`config.mk`:
```
export PLATFORM = sky130hd
export DESIGN_NAME = spicfg_port
export DESIGN_NICKNAME = d
export VERILOG_FILES = /design/src/rtl/spicfg_pkg.sv /design/src/rtl/spicfg_sync.sv /design/src/rtl/spicfg_regs.sv /design/src/rtl/spicfg_frame.sv /design/src/rtl/spicfg_port.sv
export SDC_FILE = /design/constraint.sdc
export NUM_CORES = 1
export LEC_CHECK = 0
export BUFFER_PORTS_ARGS = -buffer_cell sky130_fd_sc_hd__buf_2
export CELL_PAD_IN_SITES_DETAIL_PLACEMENT = 1
export CELL_PAD_IN_SITES_GLOBAL_PLACEMENT = 2
export CORE_MARGIN = 3
export CORE_UTILIZATION = 39
export DETAILED_ROUTE_END_ITERATION = 6
export PLACE_DENSITY = 0.84
export SYNTH_ARGS = -nofsm -noshare
export SYNTH_HDL_FRONTEND = slang
export SYNTH_SLANG_ARGS = --single-unit
```
`constraint.sdc`:
```
create_clock -name clk -period 2.8 [get_ports clk]
set_clock_uncertainty 0.2 [all_clocks]
set_input_delay 0.56 -clock clk [delete_from_list [all_inputs] [get_ports clk]]
set_output_delay 0.56 -clock clk [all_outputs]
set_load 0.01 [all_outputs]
```
`src/rtl/spicfg_pkg.sv`:
```
package spicfg_pkg;

    localparam int ADDR_W   = 13;
    localparam int BYTE_W   = 8;
    localparam int INSTR_W  = 16;
    localparam int NUM_REGS = 5;
    localparam int CNT_W    = 4;

    // register indices
    localparam int IDX_PORT = 0;
    localparam int IDX_FMT  = 1;
    localparam int IDX_CLK  = 2;
    localparam int IDX_TPAT = 3;
    localparam int IDX_GAIN = 4;

    localparam int LSB_BIT  = 1;

    typedef enum logic [1:0] {
        FMT_OFFSET = 2'b00,
        FMT_TWOS   = 2'b01,
        FMT_GRAY   = 2'b10
    } fmt_e;

    typedef enum logic [1:0] {
        ST_IDLE,
        ST_INSTR,
        ST_DATA,
        ST_HOLD
    } fsm_e;

    typedef struct packed {
        logic              rd;
        logic [1:0]        cnt;
        logic [ADDR_W-1:0] addr;
    } instr_t;

    function automatic logic [BYTE_W-1:0] reg_default(input int idx);
        case (idx)
            IDX_CLK:  return 8'h01;
            IDX_GAIN: return 8'h80;
            default:  return 8'h00;
        endcase
    endfunction

    function automatic logic [BYTE_W-1:0] reg_mask(input int idx);
        case (idx)
            IDX_PORT: return 8'h02;
            IDX_FMT:  return 8'h03;
            IDX_CLK:  return 8'h01;
            IDX_TPAT: return 8'h0F;
            IDX_GAIN: return 8'hFF;
            default:  return 8'h00;
        endcase
    endfunction

    function automatic logic [ADDR_W-1:0] step_addr(input logic [ADDR_W-1:0] a,
                                                    input logic down);
        return down ? a - 1'b1 : a + 1'b1;
    endfunction

    function automatic logic [INSTR_W-1:0] shift_word(input logic [INSTR_W-1:0] v,
                                                      input logic b, input logic lsb);
        return lsb ? {b, v[INSTR_W-1:1]} : {v[INSTR_W-2:0], b};
    endfunction

    function automatic logic [BYTE_W-1:0] shift_byte(input logic [BYTE_W-1:0] v,
                                                     input logic b, input logic lsb);
        return lsb ? {b, v[BYTE_W-1:1]} : {v[BYTE_W-2:0], b};
    endfunction

endpackage

```
`src/rtl/spicfg_sync.sv`:
```
module spicfg_sync #(
    parameter int WIDTH = 3,
    parameter int STAGES = 2,
    parameter logic [WIDTH-1:0] RST_VAL = '0
) (
    input  logic             clk,
    input  logic             rst,
    input  logic [WIDTH-1:0] d_in,
    output logic [WIDTH-1:0] lvl,
    output logic [WIDTH-1:0] dly
);
    genvar g;
    generate
        for (g = 0; g < WIDTH; g++) begin : g_chan
            logic [STAGES:0] chain;
            always_ff @(posedge clk) begin
                if (rst) chain <= {(STAGES+1){RST_VAL[g]}};
                else     chain <= {chain[STAGES-1:0], d_in[g]};
            end
            assign lvl[g] = chain[STAGES-1];
            assign dly[g] = chain[STAGES];
        end
    endgenerate
endmodule

```
`src/rtl/spicfg_regs.sv`:
```
module spicfg_regs
    import spicfg_pkg::*;
(
    input  logic                       clk,
    input  logic                       rst,
    input  logic                       wr_en,
    input  logic [ADDR_W-1:0]          wr_addr,
    input  logic [BYTE_W-1:0]          wr_data,
    input  logic [ADDR_W-1:0]          rd_addr,
    output logic [BYTE_W-1:0]          rd_data,
    output logic                       lsb_first,
    output logic [1:0]                 fmt_cfg,
    output logic                       stab_cfg,
    output logic [NUM_REGS*BYTE_W-1:0] reg_image
);
    always_ff @(posedge clk) begin
        if (rst) begin
            for (int i = 0; i < NUM_REGS; i++)
                reg_image[i*BYTE_W +: BYTE_W] <= reg_default(i);
        end else if (wr_en) begin
            for (int i = 0; i < NUM_REGS; i++)
                if (wr_addr == ADDR_W'(i))
                    reg_image[i*BYTE_W +: BYTE_W] <= wr_data & reg_mask(i);
        end
    end

    always_comb begin
        rd_data = '0;
        for (int i = 0; i < NUM_REGS; i++)
            if (rd_addr == ADDR_W'(i))
                rd_data = reg_image[i*BYTE_W +: BYTE_W];
    end

    assign lsb_first = reg_image[IDX_PORT*BYTE_W + LSB_BIT];
    assign fmt_cfg   = reg_image[IDX_FMT*BYTE_W +: 2];
    assign stab_cfg  = reg_image[IDX_CLK*BYTE_W];
endmodule

```
`src/rtl/spicfg_frame.sv`:
```
module spicfg_frame
    import spicfg_pkg::*;
(
    input  logic              clk,
    input  logic              rst,
    input  logic              sclk_rise,
    input  logic              csb_fall,
    input  logic              csb_rise,
    input  logic              din,
    input  logic              lsb_cfg,
    input  logic [BYTE_W-1:0] rd_data,
    output logic [ADDR_W-1:0] rd_addr,
    output logic              wr_en,
    output logic [ADDR_W-1:0] wr_addr,
    output logic [BYTE_W-1:0] wr_data,
    output logic              dout,
    output logic              dout_en,
    output logic              active
);
    fsm_e               st;
    logic [CNT_W-1:0]   bit_cnt;
    logic [INSTR_W-1:0] ins_q;
    logic [BYTE_W-1:0]  dsh;
    logic [ADDR_W-1:0]  addr_q;
    logic               rd_q;
    logic [1:0]         cnt_q;
    logic [1:0]         byte_q;
    logic               lsb_q;
    logic               load_q;

    logic [INSTR_W-1:0] ins_next;
    instr_t             ins_dec;
    logic [BYTE_W-1:0]  dat_next;
    logic               last_byte;

    assign ins_next  = shift_word(ins_q, din, lsb_q);
    assign ins_dec   = instr_t'(ins_next);
    assign dat_next  = shift_byte(dsh, din, lsb_q);
    assign last_byte = (cnt_q != 2'b11) && (byte_q == cnt_q);

    always_ff @(posedge clk) begin
        if (rst) begin
            st      <= ST_IDLE;
            bit_cnt <= '0;
            ins_q   <= '0;
            dsh     <= '0;
            addr_q  <= '0;
            rd_q    <= 1'b0;
            cnt_q   <= '0;
            byte_q  <= '0;
            lsb_q   <= 1'b0;
            load_q  <= 1'b0;
            dout_en <= 1'b0;
            active  <= 1'b0;
            wr_en   <= 1'b0;
            wr_addr <= '0;
            wr_data <= '0;
        end else begin
            wr_en  <= 1'b0;
            load_q <= 1'b0;
            if (load_q) dsh <= rd_data;
            if (csb_rise) begin
                st      <= ST_IDLE;
                dout_en <= 1'b0;
            end else if (csb_fall) begin
                st      <= ST_INSTR;
                bit_cnt <= '0;
                byte_q  <= '0;
                lsb_q   <= lsb_cfg;
                active  <= 1'b1;
                dout_en <= 1'b0;
            end else if (sclk_rise) begin
                case (st)
                    ST_INSTR: begin
                        ins_q   <= ins_next;
                        bit_cnt <= bit_cnt + 1'b1;
                        if (bit_cnt == CNT_W'(INSTR_W-1)) begin
                            st      <= ST_DATA;
                            bit_cnt <= '0;
                            rd_q    <= ins_dec.rd;
                            cnt_q   <= ins_dec.cnt;
                            addr_q  <= ins_dec.addr;
                            if (ins_dec.rd) begin
                                dout_en <= 1'b1;
                                load_q  <= 1'b1;
                            end
                        end
                    end
                    ST_DATA: begin
                        bit_cnt <= bit_cnt + 1'b1;
                        if (rd_q) dsh <= shift_byte(dsh, 1'b0, lsb_q);
                        else      dsh <= dat_next;
                        if (bit_cnt == CNT_W'(BYTE_W-1)) begin
                            bit_cnt <= '0;
                            byte_q  <= byte_q + 1'b1;
                            addr_q  <= step_addr(addr_q, lsb_q);
                            if (!rd_q) begin
                                wr_en   <= 1'b1;
                                wr_addr <= addr_q;
                                wr_data <= dat_next;
                            end
                            if (last_byte) st <= ST_HOLD;
                            else if (rd_q) load_q <= 1'b1;
                        end
                    end
                    default: ;
                endcase
            end
        end
    end

    assign rd_addr = addr_q;
    assign dout    = lsb_q ? dsh[0] : dsh[BYTE_W-1];
endmodule

```
`src/rtl/spicfg_port.sv`:
```
module spicfg_port
    import spicfg_pkg::*;
#(
    parameter int SYNC_STAGES = 2
) (
    input  logic       clk,
    input  logic       rst,
    input  logic       spi_sclk,
    input  logic       spi_csb,
    input  logic       sdio_i,
    output logic       sdio_o,
    output logic       sdio_oe,
    output logic [1:0] fmt_sel,
    output logic       stab_en
);
    localparam int CH_SCLK = 0;
    localparam int CH_CSB  = 1;
    localparam int CH_DATA = 2;

    logic [2:0] lvl, dly;
    logic       csb_s, sclk_rise, csb_fall, csb_rise;
    logic       unused_dly;

    spicfg_sync #(.WIDTH(3), .STAGES(SYNC_STAGES), .RST_VAL(3'b010)) u_sync (
        .clk(clk), .rst(rst),
        .d_in({sdio_i, spi_csb, spi_sclk}),
        .lvl(lvl), .dly(dly)
    );

    assign csb_s      = lvl[CH_CSB];
    assign sclk_rise  = lvl[CH_SCLK] & ~dly[CH_SCLK];
    assign csb_fall   = ~lvl[CH_CSB] & dly[CH_CSB];
    assign csb_rise   = lvl[CH_CSB] & ~dly[CH_CSB];
    assign unused_dly = dly[CH_DATA];

    logic [ADDR_W-1:0]          rd_addr, wr_addr;
    logic [BYTE_W-1:0]          rd_data, wr_data;
    logic                       wr_en, lsb_first, stab_cfg, cfg_active;
    logic [1:0]                 fmt_cfg;
    logic [NUM_REGS*BYTE_W-1:0] reg_image;

    spicfg_frame u_frame (
        .clk(clk), .rst(rst),
        .sclk_rise(sclk_rise), .csb_fall(csb_fall), .csb_rise(csb_rise),
        .din(lvl[CH_DATA]), .lsb_cfg(lsb_first), .rd_data(rd_data),
        .rd_addr(rd_addr), .wr_en(wr_en), .wr_addr(wr_addr), .wr_data(wr_data),
        .dout(sdio_o), .dout_en(sdio_oe), .active(cfg_active)
    );

    spicfg_regs u_regs (
        .clk(clk), .rst(rst),
        .wr_en(wr_en), .wr_addr(wr_addr), .wr_data(wr_data),
        .rd_addr(rd_addr), .rd_data(rd_data),
        .lsb_first(lsb_first), .fmt_cfg(fmt_cfg), .stab_cfg(stab_cfg),
        .reg_image(reg_image)
    );

    always_comb begin
        if (cfg_active) begin
            fmt_sel = fmt_cfg;
            stab_en = stab_cfg;
        end else begin
            fmt_sel = lvl[CH_SCLK] ? FMT_TWOS : FMT_OFFSET;
            stab_en = lvl[CH_DATA];
        end
    end
endmodule

```
==> tab_implementation.tex <==
\begin{tabular}{lr}
\hline
Metric & Value \\
\hline
\multicolumn{2}{l}{\textbf{Status}} \\
Outcome & finished, final reports clean \\
\multicolumn{2}{l}{\textbf{Placement}} \\
Dpl ws & 0.433 ns \\
Placed instance area & 4930 sq um \\
Quantity of I/O buffers inserted on ports & 9 \\
Final estimated routing congestion in global placement & 0.792 \\
Post-DP HPWL & 8.50 mm \\
\multicolumn{2}{l}{\textbf{GRT}} \\
Vias in the first global route & 4087 \\
Initial antenna violation count & 0 \\
GR Util All Layers & 0.192 \\
Residual overflow from global routing & 0 \\
Wire length of the first global-routing pass & 20.7 mm \\
Maximum number of pins on one net before global-route repair & 96 \\
\multicolumn{2}{l}{\textbf{Job}} \\
Max\_cap viols & 0 \\
\multicolumn{2}{l}{\textbf{Synthesis}} \\
Most frequently used flop master after synthesis & sky130\_fd\_sc\_hd\_\_dfxtp\_1 \\
Synth async-reset ratio & 0 \\
Count of state elements after synthesis & 98 \\
Synthesized netlist cell count & 559 \\
Avg Inst Size Synth & 8.55 sq um \\
Number of distinct library cells after synthesis & 60 \\
Dominant cell type by area after synthesis & sky130\_fd\_sc\_hd\_\_dfxtp\_1 \\
Cell Area, Synth & 4780 sq um \\
Biggest area contributors in the synthesized netlist & sky130\_fd\_sc\_hd\_\_dfxtp\_1 (41\%), sky130\_fd\_sc\_hd\_\_mux2i\_1 (8.4\%), sky130\_fd\_sc\_hd\_\_nor2\_1 (5.5\%) \\
Number of warnings printed during yosys synthesis & 0 \\
Sequential fraction of the synthesis area & 0.410 \\
Post-synthesis net count & 574 \\
Proportion of netlist area held by the largest area contributor & 0.410 \\
Post-synth EDFFs & 0 \\
\multicolumn{2}{l}{\textbf{Worst setup path}} \\
CP cell instances & buf\_4 > mux2\_2 > buf\_2 \\
Endpoint of the worst register-to-register path & u\_frame.rd\_addr[12] \\
Register-to-Register Path Depth & 7 \\
Data required, critical path & 2.04 ns \\
Stage delay of the slowest cell on the critical path & 0.43 ns \\
Slowest cell on the critical path & sky130\_fd\_sc\_hd\_\_buf\_4 \\
Top cell family by delay on the critical path & buffers and inverters \\
Critical path type & reg2out \\
Kind of launch point of the worst setup path & register \\
Reg-to-Reg Start & u\_frame.rd\_addr[0] \\
Critical path fanouts, max & 33 \\
Critical path endpoint category & output port \\
Logic depth of the worst path, buffers included & 3 \\
Data arrival time of the worst path & 1.74 ns \\
Bufs and invs on worst path & 2 \\
Setup slack of the worst register-to-register path & 0.42 ns \\
\multicolumn{2}{l}{\textbf{Finish}} \\
Layout overhead on the synthesized area & 9.21\% \\
Filler Cell Count & 1376 \\
Share of the core filled with cells & 0.446 \\
Antenna diode count & 0 \\
Final instance area & 5220 sq um \\
Nets@finish & 564 \\
Footprint of the multi-input gates & 2600 sq um \\
Area taken by flip-flops and latches & 1960 sq um \\
Share of post-route cells with drive strength above 1 & 0.101 \\
\multicolumn{2}{l}{\textbf{CTS}} \\
Maximum count of clock buffers along a single path & 2 \\
Setup repair bufs after CTS & 0 \\
Level count of the clock H-tree & 3 \\
Clock latency reported for the late side of the worst-skew pair & 0.36 ns \\
Number of buffers created by CTS & 9 \\
Resized Gates After CTS & 0 \\
Cell at the root of the clock tree & sky130\_fd\_sc\_hd\_\_clkbuf\_16 \\
Clock tree from TritonCTS & yes \\
Hold buffers post-CTS & 0 \\
TritonCTS sink count & 98 \\
CTS clock-pin slew for the worst setup and hold paths & 0.07 ns \\
\multicolumn{2}{l}{\textbf{Route}} \\
Average wire per standard cell & 17.3 microns \\
Routed Antenna Nets & 0 \\
Routed via count & 3992 \\
Wire length reported by the detailed router & 12.1 mm \\
Drt drc & 0 \\
First DRT Iteration DRCs & 174 \\
Number of optimization iterations in the first detailed-route pass & 4 \\
Via density per instance & 5.73 \\
\multicolumn{2}{l}{\textbf{Floorplanning}} \\
Chip Height & 117 microns \\
Die span in x & 117 microns \\
DIE AREA & 13600 sq um \\
Starting Density & 0.408 \\
Count of pins on the block boundary & 10 \\
Standard cell core area & 11700 sq um \\
Site Rows & 39 \\
\multicolumn{2}{l}{\textbf{STA}} \\
Setup total negative slack & 0 ns \\
Tightest Pin Transition & 0.620 ns \\
Final-report max-slew violation count & 0 \\
Max Fclk & 0.401 GHz \\
Smallest setup slack after layout & 0.303 ns \\
Shortest period the worst path allows & 2.50 ns \\
Setup-violating endpoint count in the final report & 0 \\
RSZ-0062 raised after global routing & false \\
Count of endpoints failing hold in the final timing report & 0 \\
Period utilization & 0.892 \\
Max-slew headroom & 0.583 \\
\multicolumn{2}{l}{\textbf{Min path}} \\
Instance count along the most critical hold path & 2 \\
Hold/Removal Path Class & in2reg \\
Worst hold path startpoint & spi\_csb \\
Worst hold path endpoint & u\_sync.g\_chan[1].chain[0] \\
\multicolumn{2}{l}{\textbf{Power and ir drop}} \\
Total power divided by cell area & 523 nW/um\^{}2 \\
Highest ir drop seen on vdd & 424 uV \\
Static leakage & 1.81 nW \\
\hline
\end{tabular}
==> power by group <==
group,internal [mW],leakage (nW),switching (mW),total [mW]
clock network,0.648,0.144,0.592,1.24
logic,0.0287,0.873,0.0524,0.0811
registers,1.40,0.792,0.00742,1.41
==> stage by stage <==
step | cells | hold slack, ns | power (mW)
5_1_grt | 697 | 0.186 | 2.84
4_1_cts | 697 | 0.170 | 2.77
3_3_place_gp | 681 | 0.209 | 1.52
6_report | 697 | 0.183 | 2.73
3_5_place_dp | 681 | 0.203 | 1.52
2_1_floorplan | 559 | 0.189 | 1.50
==> layout make-up <==
type / count / area share
clock inverter: 6 / 0.0108
sequential: 98 / 0.376
timing repair buffer: 18 / 0.0240
tap: 143 / 0.0343
multi-input combinational: 406 / 0.498
clock buffer: 10 / 0.0458
inverter: 16 / 0.0115
==> cells in the final DEF (no fill, tap or decap), types with 5 or more instances in the layout <==
cell type / instances
sky130_fd_sc_hd__dfxtp_1: 97
sky130_fd_sc_hd__o21ai_0: 23
sky130_fd_sc_hd__a211oi_1: 33
sky130_fd_sc_hd__nor2b_1: 10
sky130_fd_sc_hd__nor3_1: 11
sky130_fd_sc_hd__mux2i_1: 40
sky130_fd_sc_hd__ha_1: 10
sky130_fd_sc_hd__and3_1: 7
sky130_fd_sc_hd__buf_4: 8
sky130_fd_sc_hd__inv_1: 16
sky130_fd_sc_hd__nor2_1: 69
sky130_fd_sc_hd__buf_2: 9
sky130_fd_sc_hd__or3_1: 5
sky130_fd_sc_hd__a221oi_1: 7
sky130_fd_sc_hd__or2_2: 8
sky130_fd_sc_hd__and2_1: 5
sky130_fd_sc_hd__clkbuf_16: 9
sky130_fd_sc_hd__a21oi_1: 38
sky130_fd_sc_hd__nand2_1: 51
sky130_fd_sc_hd__a31oi_1: 7
sky130_fd_sc_hd__nand3_1: 15
==> cell families (layout without fill, tap and decap cells) <==
group	Yosys count	after routing	share of synthesized area
buffers and inverters	55	50	0.0466
AO/OA/AOI/OAI	136	136	0.188
adder cells (fa/ha/maj)	10	10	0.0262
AND/OR/NAND/NOR	214	214	0.232
XOR/XNOR	2	2	0.00366
multiplexers	44	44	0.0931
flip-flops	98	98	0.410
==> how the worst max path moves through the flow <==
stage                                    startpoint                   to  slack (ns)
after floorplan                       u_frame.lsb_q               sdio_o        0.53
after global placement           u_frame.rd_addr[0]   u_frame.rd_addr[8]        0.47
after detailed placement  u_sync.g_chan[1].chain[1]  u_frame.rd_addr[12]        0.43
after CTS                             u_frame.lsb_q               sdio_o        0.28
after global routing      u_sync.g_chan[1].chain[1]   u_frame.rd_addr[0]        0.17
final                                 u_frame.lsb_q               sdio_o        0.30
==> state kept, by name, indices dropped and copies added (netlist names) <==
name / flops
u_frame.wr_data: 8
u_frame.rd_q: 1
u_regs.reg_image: 16
u_frame.dout_en: 1
u_frame.load_q: 1
u_frame.dsh: 8
u_frame.wr_en: 1
u_frame.ins_q: 16
u_frame.st: 2
u_frame.cnt_q: 2
u_frame.bit_cnt: 4
u_frame.active: 1
u_frame.lsb_q: 1
u_frame.rd_addr: 13
u_sync.g_chan.chain: 8
u_frame.wr_addr: 13
u_frame.byte_q: 2
==> cells in the mapped netlist (all sizes together) (3+ instances only) <==
cell      n
a211oi   33
a21oi    38
a221oi    7
a2bb2oi   3
a31oi     7
and2      7
and3      7
buf      10
clkbuf   29
dfxtp    98
ha       10
inv      16
mux2      4
mux2i    40
nand2    51
nand2b    3
nand3    16
nand3b    3
nand4b    3
nor2     70
nor2b    10
nor3     12
nor4      6
o2111ai   3
o21ai    23
or2       8
or3       6
or4       3
==> routing by layer <==
metal  vias to the layer above  routed length (microns)  GRT usage  part of all wire
met1                      1946                     6060      0.261              0.50
met4                         0                      231     0.0489             0.019
met2                        40                     5480      0.304              0.45
met3                        17                      289     0.0518             0.024
li1                       1989                        -          -                 -
met5                         -                        0          0                 0
No activity file was read; power rests on OpenSTA's default activity.
